File: src/rtl/nvSeqPkg.sv
`timescale 1ns/1ps
package nvSeqPkg;

  typedef enum logic [2:0] {
    S_DOWN   = 3'd0,
    S_IDLE   = 3'd1,
    S_WINDOW = 3'd2,
    S_STORE  = 3'd3,
    S_HOLD   = 3'd4,
    S_RECALL = 3'd5
  } seqState_t;

  typedef struct packed {
    logic toShadow;
    logic toSram;
    logic clearDirty;
    logic inhibit;
  } dpStrobe_t;

endpackage

File: src/rtl/nvSeqCtrl.sv
`timescale 1ns/1ps
module nvSeqCtrl
  import nvSeqPkg::*;
#(
  parameter int WIN_CYC     = 200,
  parameter int STORE_CYC   = 2000000,
  parameter int RESTORE_CYC = 110000
) (
  input  logic      clk,
  input  logic      rstN,
  input  logic      belowSwitch,
  input  logic      belowReset,
  input  logic      inhibitAuto,
  input  logic      busySense,
  input  logic      swStoreReq,
  input  logic      swRecallReq,
  input  logic      dirty,
  output dpStrobe_t strobe,
  output logic      storeStart,
  output logic      recallStart,
  output logic      busyDriveLow,
  output logic      sramInhibit
);

  localparam int MAX_SR = (STORE_CYC > RESTORE_CYC) ? STORE_CYC : RESTORE_CYC;
  localparam int MAXC   = (MAX_SR > WIN_CYC) ? MAX_SR : WIN_CYC;
  localparam int CNT_W  = $clog2(MAXC + 1);

  seqState_t        state, nextState;
  logic [CNT_W-1:0] cnt, limitM1;
  logic             lastCyc, timedState;
  logic             recallPend, seenLow;
  logic             goStore, goRecall;
  logic             storeStartQ, recallStartQ;

  always_comb begin
    case (state)
      S_WINDOW: limitM1 = CNT_W'(WIN_CYC - 1);
      S_STORE:  limitM1 = CNT_W'(STORE_CYC - 1);
      S_RECALL: limitM1 = CNT_W'(RESTORE_CYC - 1);
      default:  limitM1 = '0;
    endcase
  end

  assign timedState = (state == S_WINDOW) || (state == S_STORE) || (state == S_RECALL);
  assign lastCyc    = timedState && (cnt == limitM1);

  // Next-state decision; supply loss outranks every request
  always_comb begin
    nextState = state;
    goStore   = 1'b0;
    goRecall  = 1'b0;
    case (state)
      S_DOWN: begin
        if (!belowSwitch) nextState = S_IDLE;
      end
      S_IDLE: begin
        if (belowSwitch)      nextState = inhibitAuto ? S_DOWN : S_WINDOW;
        else if (recallPend)  goRecall = 1'b1;
        else if (swStoreReq)  goStore  = 1'b1;
        else if (swRecallReq) goRecall = 1'b1;
        else if (!busySense && dirty) goStore = 1'b1;
      end
      S_WINDOW: begin
        if (lastCyc) begin
          if ((seenLow || !busySense) && dirty) goStore = 1'b1;
          else nextState = S_DOWN;
        end
      end
      S_STORE: begin
        if (lastCyc) nextState = S_HOLD;
      end
      S_HOLD: begin
        if (busySense) nextState = belowSwitch ? S_DOWN : S_IDLE;
      end
      S_RECALL: begin
        if (lastCyc) nextState = S_IDLE;
      end
      default: nextState = S_DOWN;
    endcase
    if (goStore)  nextState = S_STORE;
    if (goRecall) nextState = S_RECALL;
  end

  always_ff @(posedge clk or negedge rstN) begin
    if (!rstN) begin
      state        <= S_DOWN;
      cnt          <= '0;
      recallPend   <= 1'b1;
      seenLow      <= 1'b0;
      storeStartQ  <= 1'b0;
      recallStartQ <= 1'b0;
    end else begin
      state        <= nextState;
      storeStartQ  <= goStore;
      recallStartQ <= goRecall;
      if (nextState != state) cnt <= '0;
      else if (timedState)    cnt <= cnt + 1'b1;
      if (state != S_WINDOW)  seenLow <= 1'b0;
      else if (!busySense)    seenLow <= 1'b1;
      if (belowReset)         recallPend <= 1'b1;
      else if (goRecall)      recallPend <= 1'b0;
    end
  end

  assign storeStart   = storeStartQ;
  assign recallStart  = recallStartQ;
  assign busyDriveLow = (state == S_WINDOW) || (state == S_STORE);
  assign sramInhibit  = (state == S_DOWN) || (state == S_STORE) ||
                        (state == S_HOLD) || (state == S_RECALL);

  always_comb begin
    strobe            = '0;
    strobe.toShadow   = (state == S_STORE);
    strobe.toSram     = (state == S_RECALL);
    strobe.clearDirty = storeStartQ || recallStartQ;
    strobe.inhibit    = sramInhibit;
  end

endmodule

File: src/rtl/nvSeqDatapath.sv
`timescale 1ns/1ps
module nvSeqDatapath
  import nvSeqPkg::*;
#(
  parameter int ADDR_W = 6,
  parameter int DATA_W = 8
) (
  input  logic              clk,
  input  logic              rstN,
  input  dpStrobe_t         strobe,
  input  logic              belowSwitch,
  input  logic              busySense,
  input  logic              memEn,
  input  logic              memWe,
  input  logic [ADDR_W-1:0] memAddr,
  input  logic [DATA_W-1:0] memWdata,
  output logic [DATA_W-1:0] memRdata,
  output logic              dirty
);

  localparam int DEPTH = 1 << ADDR_W;

  logic [DATA_W-1:0] sramArr   [DEPTH];
  logic [DATA_W-1:0] shadowArr [DEPTH];
  logic [ADDR_W:0]   idx;
  logic [ADDR_W-1:0] idxLow;
  logic              idxValid, copying, writeOk;

  assign copying  = strobe.toShadow || strobe.toSram;
  assign idxValid = !idx[ADDR_W];
  assign idxLow   = idx[ADDR_W-1:0];
  assign writeOk  = memEn && memWe && !strobe.inhibit && !belowSwitch && busySense;

  // Copy pointer walks the array once per save or restore
  always_ff @(posedge clk or negedge rstN) begin
    if (!rstN)           idx <= '0;
    else if (!copying)   idx <= '0;
    else if (idxValid)   idx <= idx + 1'b1;
  end

  always_ff @(posedge clk or negedge rstN) begin
    if (!rstN) begin
      for (int i = 0; i < DEPTH; i++) sramArr[i] <= '0;
    end else if (strobe.toSram && idxValid) begin
      sramArr[idxLow] <= shadowArr[idxLow];
    end else if (writeOk) begin
      sramArr[memAddr] <= memWdata;
    end
  end

  always_ff @(posedge clk or negedge rstN) begin
    if (!rstN) begin
      for (int i = 0; i < DEPTH; i++) shadowArr[i] <= '0;
    end else if (strobe.toShadow && idxValid) begin
      shadowArr[idxLow] <= sramArr[idxLow];
    end
  end

  always_ff @(posedge clk or negedge rstN) begin
    if (!rstN) begin
      memRdata <= '0;
    end else if (memEn && !memWe) begin
      memRdata <= strobe.inhibit ? '0 : sramArr[memAddr];
    end
  end

  always_ff @(posedge clk or negedge rstN) begin
    if (!rstN)                  dirty <= 1'b0;
    else if (strobe.clearDirty) dirty <= 1'b0;
    else if (writeOk)           dirty <= 1'b1;
  end

endmodule

File: src/rtl/nvPowerSequencer.sv
`timescale 1ns/1ps
module nvPowerSequencer
  import nvSeqPkg::*;
#(
  parameter int ADDR_W      = 6,
  parameter int DATA_W      = 8,
  parameter int WIN_CYC     = 200,
  parameter int STORE_CYC   = 2000000,
  parameter int RESTORE_CYC = 110000
) (
  input  logic              clk,
  input  logic              rstN,
  input  logic              belowSwitch,
  input  logic              belowReset,
  input  logic              inhibitAuto,
  input  logic              busySense,
  output logic              busyDriveLow,
  input  logic              swStoreReq,
  input  logic              swRecallReq,
  input  logic              memEn,
  input  logic              memWe,
  input  logic [ADDR_W-1:0] memAddr,
  input  logic [DATA_W-1:0] memWdata,
  output logic [DATA_W-1:0] memRdata,
  output logic              sramInhibit,
  output logic              storeStart,
  output logic              recallStart
);

  dpStrobe_t strobe;
  logic      dirty;

  nvSeqCtrl #(
    .WIN_CYC(WIN_CYC), .STORE_CYC(STORE_CYC), .RESTORE_CYC(RESTORE_CYC)
  ) u_ctrl (
    .clk(clk), .rstN(rstN), .belowSwitch(belowSwitch), .belowReset(belowReset),
    .inhibitAuto(inhibitAuto), .busySense(busySense), .swStoreReq(swStoreReq),
    .swRecallReq(swRecallReq), .dirty(dirty), .strobe(strobe),
    .storeStart(storeStart), .recallStart(recallStart),
    .busyDriveLow(busyDriveLow), .sramInhibit(sramInhibit)
  );

  nvSeqDatapath #(
    .ADDR_W(ADDR_W), .DATA_W(DATA_W)
  ) u_dp (
    .clk(clk), .rstN(rstN), .strobe(strobe), .belowSwitch(belowSwitch),
    .busySense(busySense), .memEn(memEn), .memWe(memWe), .memAddr(memAddr),
    .memWdata(memWdata), .memRdata(memRdata), .dirty(dirty)
  );

endmodule

File: config.mk
export PLATFORM = sky130hd
export DESIGN_NAME = nvPowerSequencer
export DESIGN_NICKNAME = d
export VERILOG_FILES = /design/src/rtl/nvSeqPkg.sv /design/src/rtl/nvSeqCtrl.sv /design/src/rtl/nvSeqDatapath.sv /design/src/rtl/nvPowerSequencer.sv
export SDC_FILE = /design/constraint.sdc
export NUM_CORES = 2
export LEC_CHECK = 0
export ABC_AREA = 1
export ABC_CLOCK_PERIOD_IN_PS = 2770
export CAP_MARGIN = 15
export CORE_AREA = 8 8 385 387
export DETAILED_ROUTE_END_ITERATION = 6
export DIE_AREA = 0 0 393 395
export SYNTH_ARGS = -nofsm -noshare
export SYNTH_HDL_FRONTEND = slang
export SYNTH_SLANG_ARGS = --single-unit
File: constraint.sdc
create_clock -name clk -period 2.77 [get_ports clk]
set_input_delay 0.4155 -clock clk [delete_from_list [all_inputs] [get_ports clk]]
set_output_delay 0.4155 -clock clk [all_outputs]
set_load 0.01 [all_outputs]
==> impl_metrics.yaml <==
run_status:
  outcome: "finished, violations left"
  violations: "DRC, setup timing"
global_route:
  grt_max_degree: 115
  grt_use_total: 0.352
  grtUsageMet3: 0.0887
  busiest_layer: "met2"
  gr-usage-met2: 0.511
  grtUsageMet1: 0.480
  antenna_found_initial: 7
  grt_pass1_vias: 58443
  grt_overflow: 0
  grt_pass1_wl_mm: 409
synth:
  ys_seq_elements: 1068
  netlist_area_um2: 57900
  synthesis.nets: 7936
  synthXorXnorAreaFrac: 0.00242
  synth_flop_cell: "dfrtp_1"
  syn_inst: 7910
  synth_top_family_by_area: "simple AND/OR/NAND/NOR gates"
  synth-edff-count: 0
  yosysSeqAreaShare: 0.462
  syn_area_per_cell_um2: 7.32
  synth_mux_area_frac: 0.000173
  synth_cell_type_count: 53
  synth_fa_ha_area_frac: 0.000432
  async_flop_share: 1.00
  yosys_warnings: 0
  synth-simple-area-share: 0.280
  synth_compound_area_frac: 0.182
drt:
  drt_wl_total_mm: 304
  drt-pass1-iter-count: 7
  drt_iter0_drc: 9484
  post_drt_wl_per_cell_um: 28.9
  via_per_inst: 6.08
  antenna_left: 0
  num_vias: 63904
  drc: 7
placement:
  gp_congestion: 1.03
  io_buffer_count: 35
  post-dp-hpwl_mm: 192
  dpl_cell_area_um2: 66000
power_and_ir_drop:
  switchingPower_mw: 28.4
  total_power_mw: 66.6
  p_leak_nw: 35.5
  intPower_mw: 38.2
  seqPwrFrac: 0.299
  peakVddDrop_mv: 0.547
  pwr-share-clk: 0.269
  comb_power_share: 0.431
  switching_share: 0.426
  p_per_area_nw_per_um2: 882
min_path:
  min_to: "u_ctrl.recallPend"
  hp-start: "belowReset"
  hold_class: "in2reg"
  min_path_cells: 2
cells_and_area:
  stdcell_area_um2: 75600
  fin_nets: 8540
  area_growth_pct: 30.6
  final_util: 0.531
  drive_above_1_share: 0.196
critical_path:
  worstPathRequired_ns: 3.46
  slowest_delay_ns: 0.45
  crit_fanout: 24
  path_buf_inv: 8
  cp_slowest_cell: "dfrtp_2"
  worstSetupStartpointType: "register"
  critPathCaptureType: "register"
  r2r_slack_ns: -0.22
  rr_endpoint: "u_dp.shadowArr[140]"
  rr_startpoint: "u_dp.idx[2]"
  cp_top_family: "buffers and inverters"
  path_cells: "inv_4, buf_8, nor3_4, buf_6, buf_12, buf_12, buf_8, a22oi_2, o221ai_2, o21ai_2, nand2_2, nor2_4, buf_6, nand2_8, buf_12, nand2_1, nand2_1"
  reg2reg_depth: 17
  crit_type: "reg2reg"
  crit_top_cell: "buf_12"
  critical_path_arrival_ns: 3.68
flow_run:
  maxCapViolCount: 0
sta:
  slew-limit-headroom: 0.363
  timing.hold.ws_ns: 0.169
  finClkSkew_ns: 0.0456
  fin_crit_ns: 2.99
  fin_setup_tns_ns: -57.12
  worstMarginPinSlew_ns: 0.955
  finalSetupViolCount: 800
  hold_viol: 0
  rsz0062_at_grt: "yes"
  fin_crit_sh: 1.08
  slew_viol_final: 0
  fmax_mhz: 334
  setup_ws_ns: -0.223
cts:
  insertion_delay_ns: 0.80
  cts_tree: "built"
  cts_root_buf: "clkbuf_16"
  clockBufferDepth: 3
  path_clk_slew_ns: 0.06
  htree_num_levels: 4
  cts.sinks: 1068
  cts_made_buffers: 130
floorplanning:
  dieArea_um2: 155000
  die_y_um: 395
  start_util: 0.407
  fp.coreArea_um2: 142000
  io_pins: 36
  num_rows: 139
  dieWidth_um: 393
==> power groups by stage <==
stage               logic, mW  clock network [mW]  registers [mW]
floorplan                8.74                   0            19.0
global placement         19.0                   0            19.9
detailed placement       19.1                   0            19.9
CTS                      21.0                18.1            19.7
global route             28.7                18.6            20.0
finish                   28.7                17.9            19.9
==> how the worst max path moves through the flow <==
| stage | from | cells after the start | end | slack [ns] |
|---|---|---|---|---|
| 6_report | u_dp.idx[2] | 17 | u_dp.shadowArr[140] | -0.22 |
| 5_1_grt | u_dp.idx[2] | 17 | u_dp.shadowArr[172] | -0.21 |
| 4_1_cts | u_dp.idx[2] | 14 | u_dp.sramArr[364] | -0.09 |
| 3_5_place_dp | memAddr[1] | 13 | u_dp.memRdata[5] | -0.46 |
| 3_3_place_gp | memAddr[1] | 13 | u_dp.memRdata[5] | -0.48 |
| 2_1_floorplan | memAddr[3] | 8 | u_dp.sramArr[509] | 0.64 |
==> cell type report <==
cell class	instances	area, um2
Inverter	562	2160
Tap cell	1903	2380
Fill cell	13578	66700
Antenna cell	4	10.0
Sequential cell	1068	26700
Clock buffer	183	3720
Clock inverter	45	653
Multi-Input combinational cell	5840	28900
Timing Repair Buffer	912	10900
==> metrics by stage <==
step | instances | setup WS [ns]
floorplan | 7910 | 0.642
global placement | 10123 | -0.478
detailed placement | 10123 | -0.463
CTS | 10385 | -0.0930
global route | 10513 | -0.209
finish | 10517 | -0.223
==> Yosys cell counts, types with 3 or more instances <==
master     count  area (um2)
nand2_1     2735       10300
dfrtp_1     1067       26700
nor2_1       899        3370
a21oi_1      897        4490
inv_1        474        1780
buf_2        225        1130
a22oi_1      199        1490
clkbuf_1     166         623
o22ai_1      150         938
o21ai_0      146         731
nand4_1      140         876
a31oi_1      120         751
nand3_1       92         460
o211ai_1      67         503
nor2_2        66         413
inv_2         65         244
a221oi_1      46         403
nand2_2       46         288
o21ai_1       45         225
o2111ai_1     42         368
clkinv_1      21        78.8
a22o_1        20         175
buf_1         19        71.3
buf_4         17         128
nor3_1        17        85.1
buf_6         15         169
xor2_1        15         131
o221ai_1      12         105
o31ai_1       12        90.1
a211oi_1      11        82.6
nor3_2         9        90.1
o2bb2ai_1      9        78.8
nor3_4         7         114
nand3_2        5        50.1
nand3_4        4        70.1
nand3b_1       3        22.5
nand4_2        3        37.5
nor2_4         3        33.8
==> cells by family after synthesis <==
kind of cell             count (synthesis)
AND/OR/NAND/NOR                       4032
multiplexers                             1
AO/OA/AOI/OAI                         1787
adder cells (fa/ha/maj)                  2
buffers and inverters                 1004
XOR/XNOR                                16
flip-flops                            1068
==> flip-flops by register name, summed over array words and instances (netlist names) <==
signal              flops
u_ctrl.cnt             21
u_ctrl.recallPend       1
u_ctrl.recallStart      1
u_ctrl.seenLow          1
u_ctrl.state            3
u_ctrl.storeStart       1
u_dp.dirty              1
u_dp.idx                7
u_dp.memRdata           8
u_dp.shadowArr        512
u_dp.sramArr          512
==> placed cells by master, fill, tap and decap left out, types with 144 or more instances in the layout <==
cell type  instances
inv_1            469
a22oi_1          175
nor2_1           845
a21oi_1          844
o22ai_1          144
dfrtp_1         1063
nand2_1         2532
clkbuf_16        182
nand2_2          170
buf_12           158
buf_4            557
==> per-layer routing <==
layer | vias to the layer above | routed length [um]
met5 | - | 38
met4 | 6 | 21600
met3 | 1021 | 39000
met2 | 4553 | 127000
met1 | 31000 | 117000
li1 | 27324 | -
==> repair_timing <==
item	4_1_cts	5_1_grt
endpoints found under the hold margin	87	0
cloned	18	62
hold buffers	1	0
gates resized for setup	129	566
buffers inserted	15	72
pin swaps	17	158
setup endpoints to repair	975	1038
Note: power is estimated with default switching activity, not from simulation.
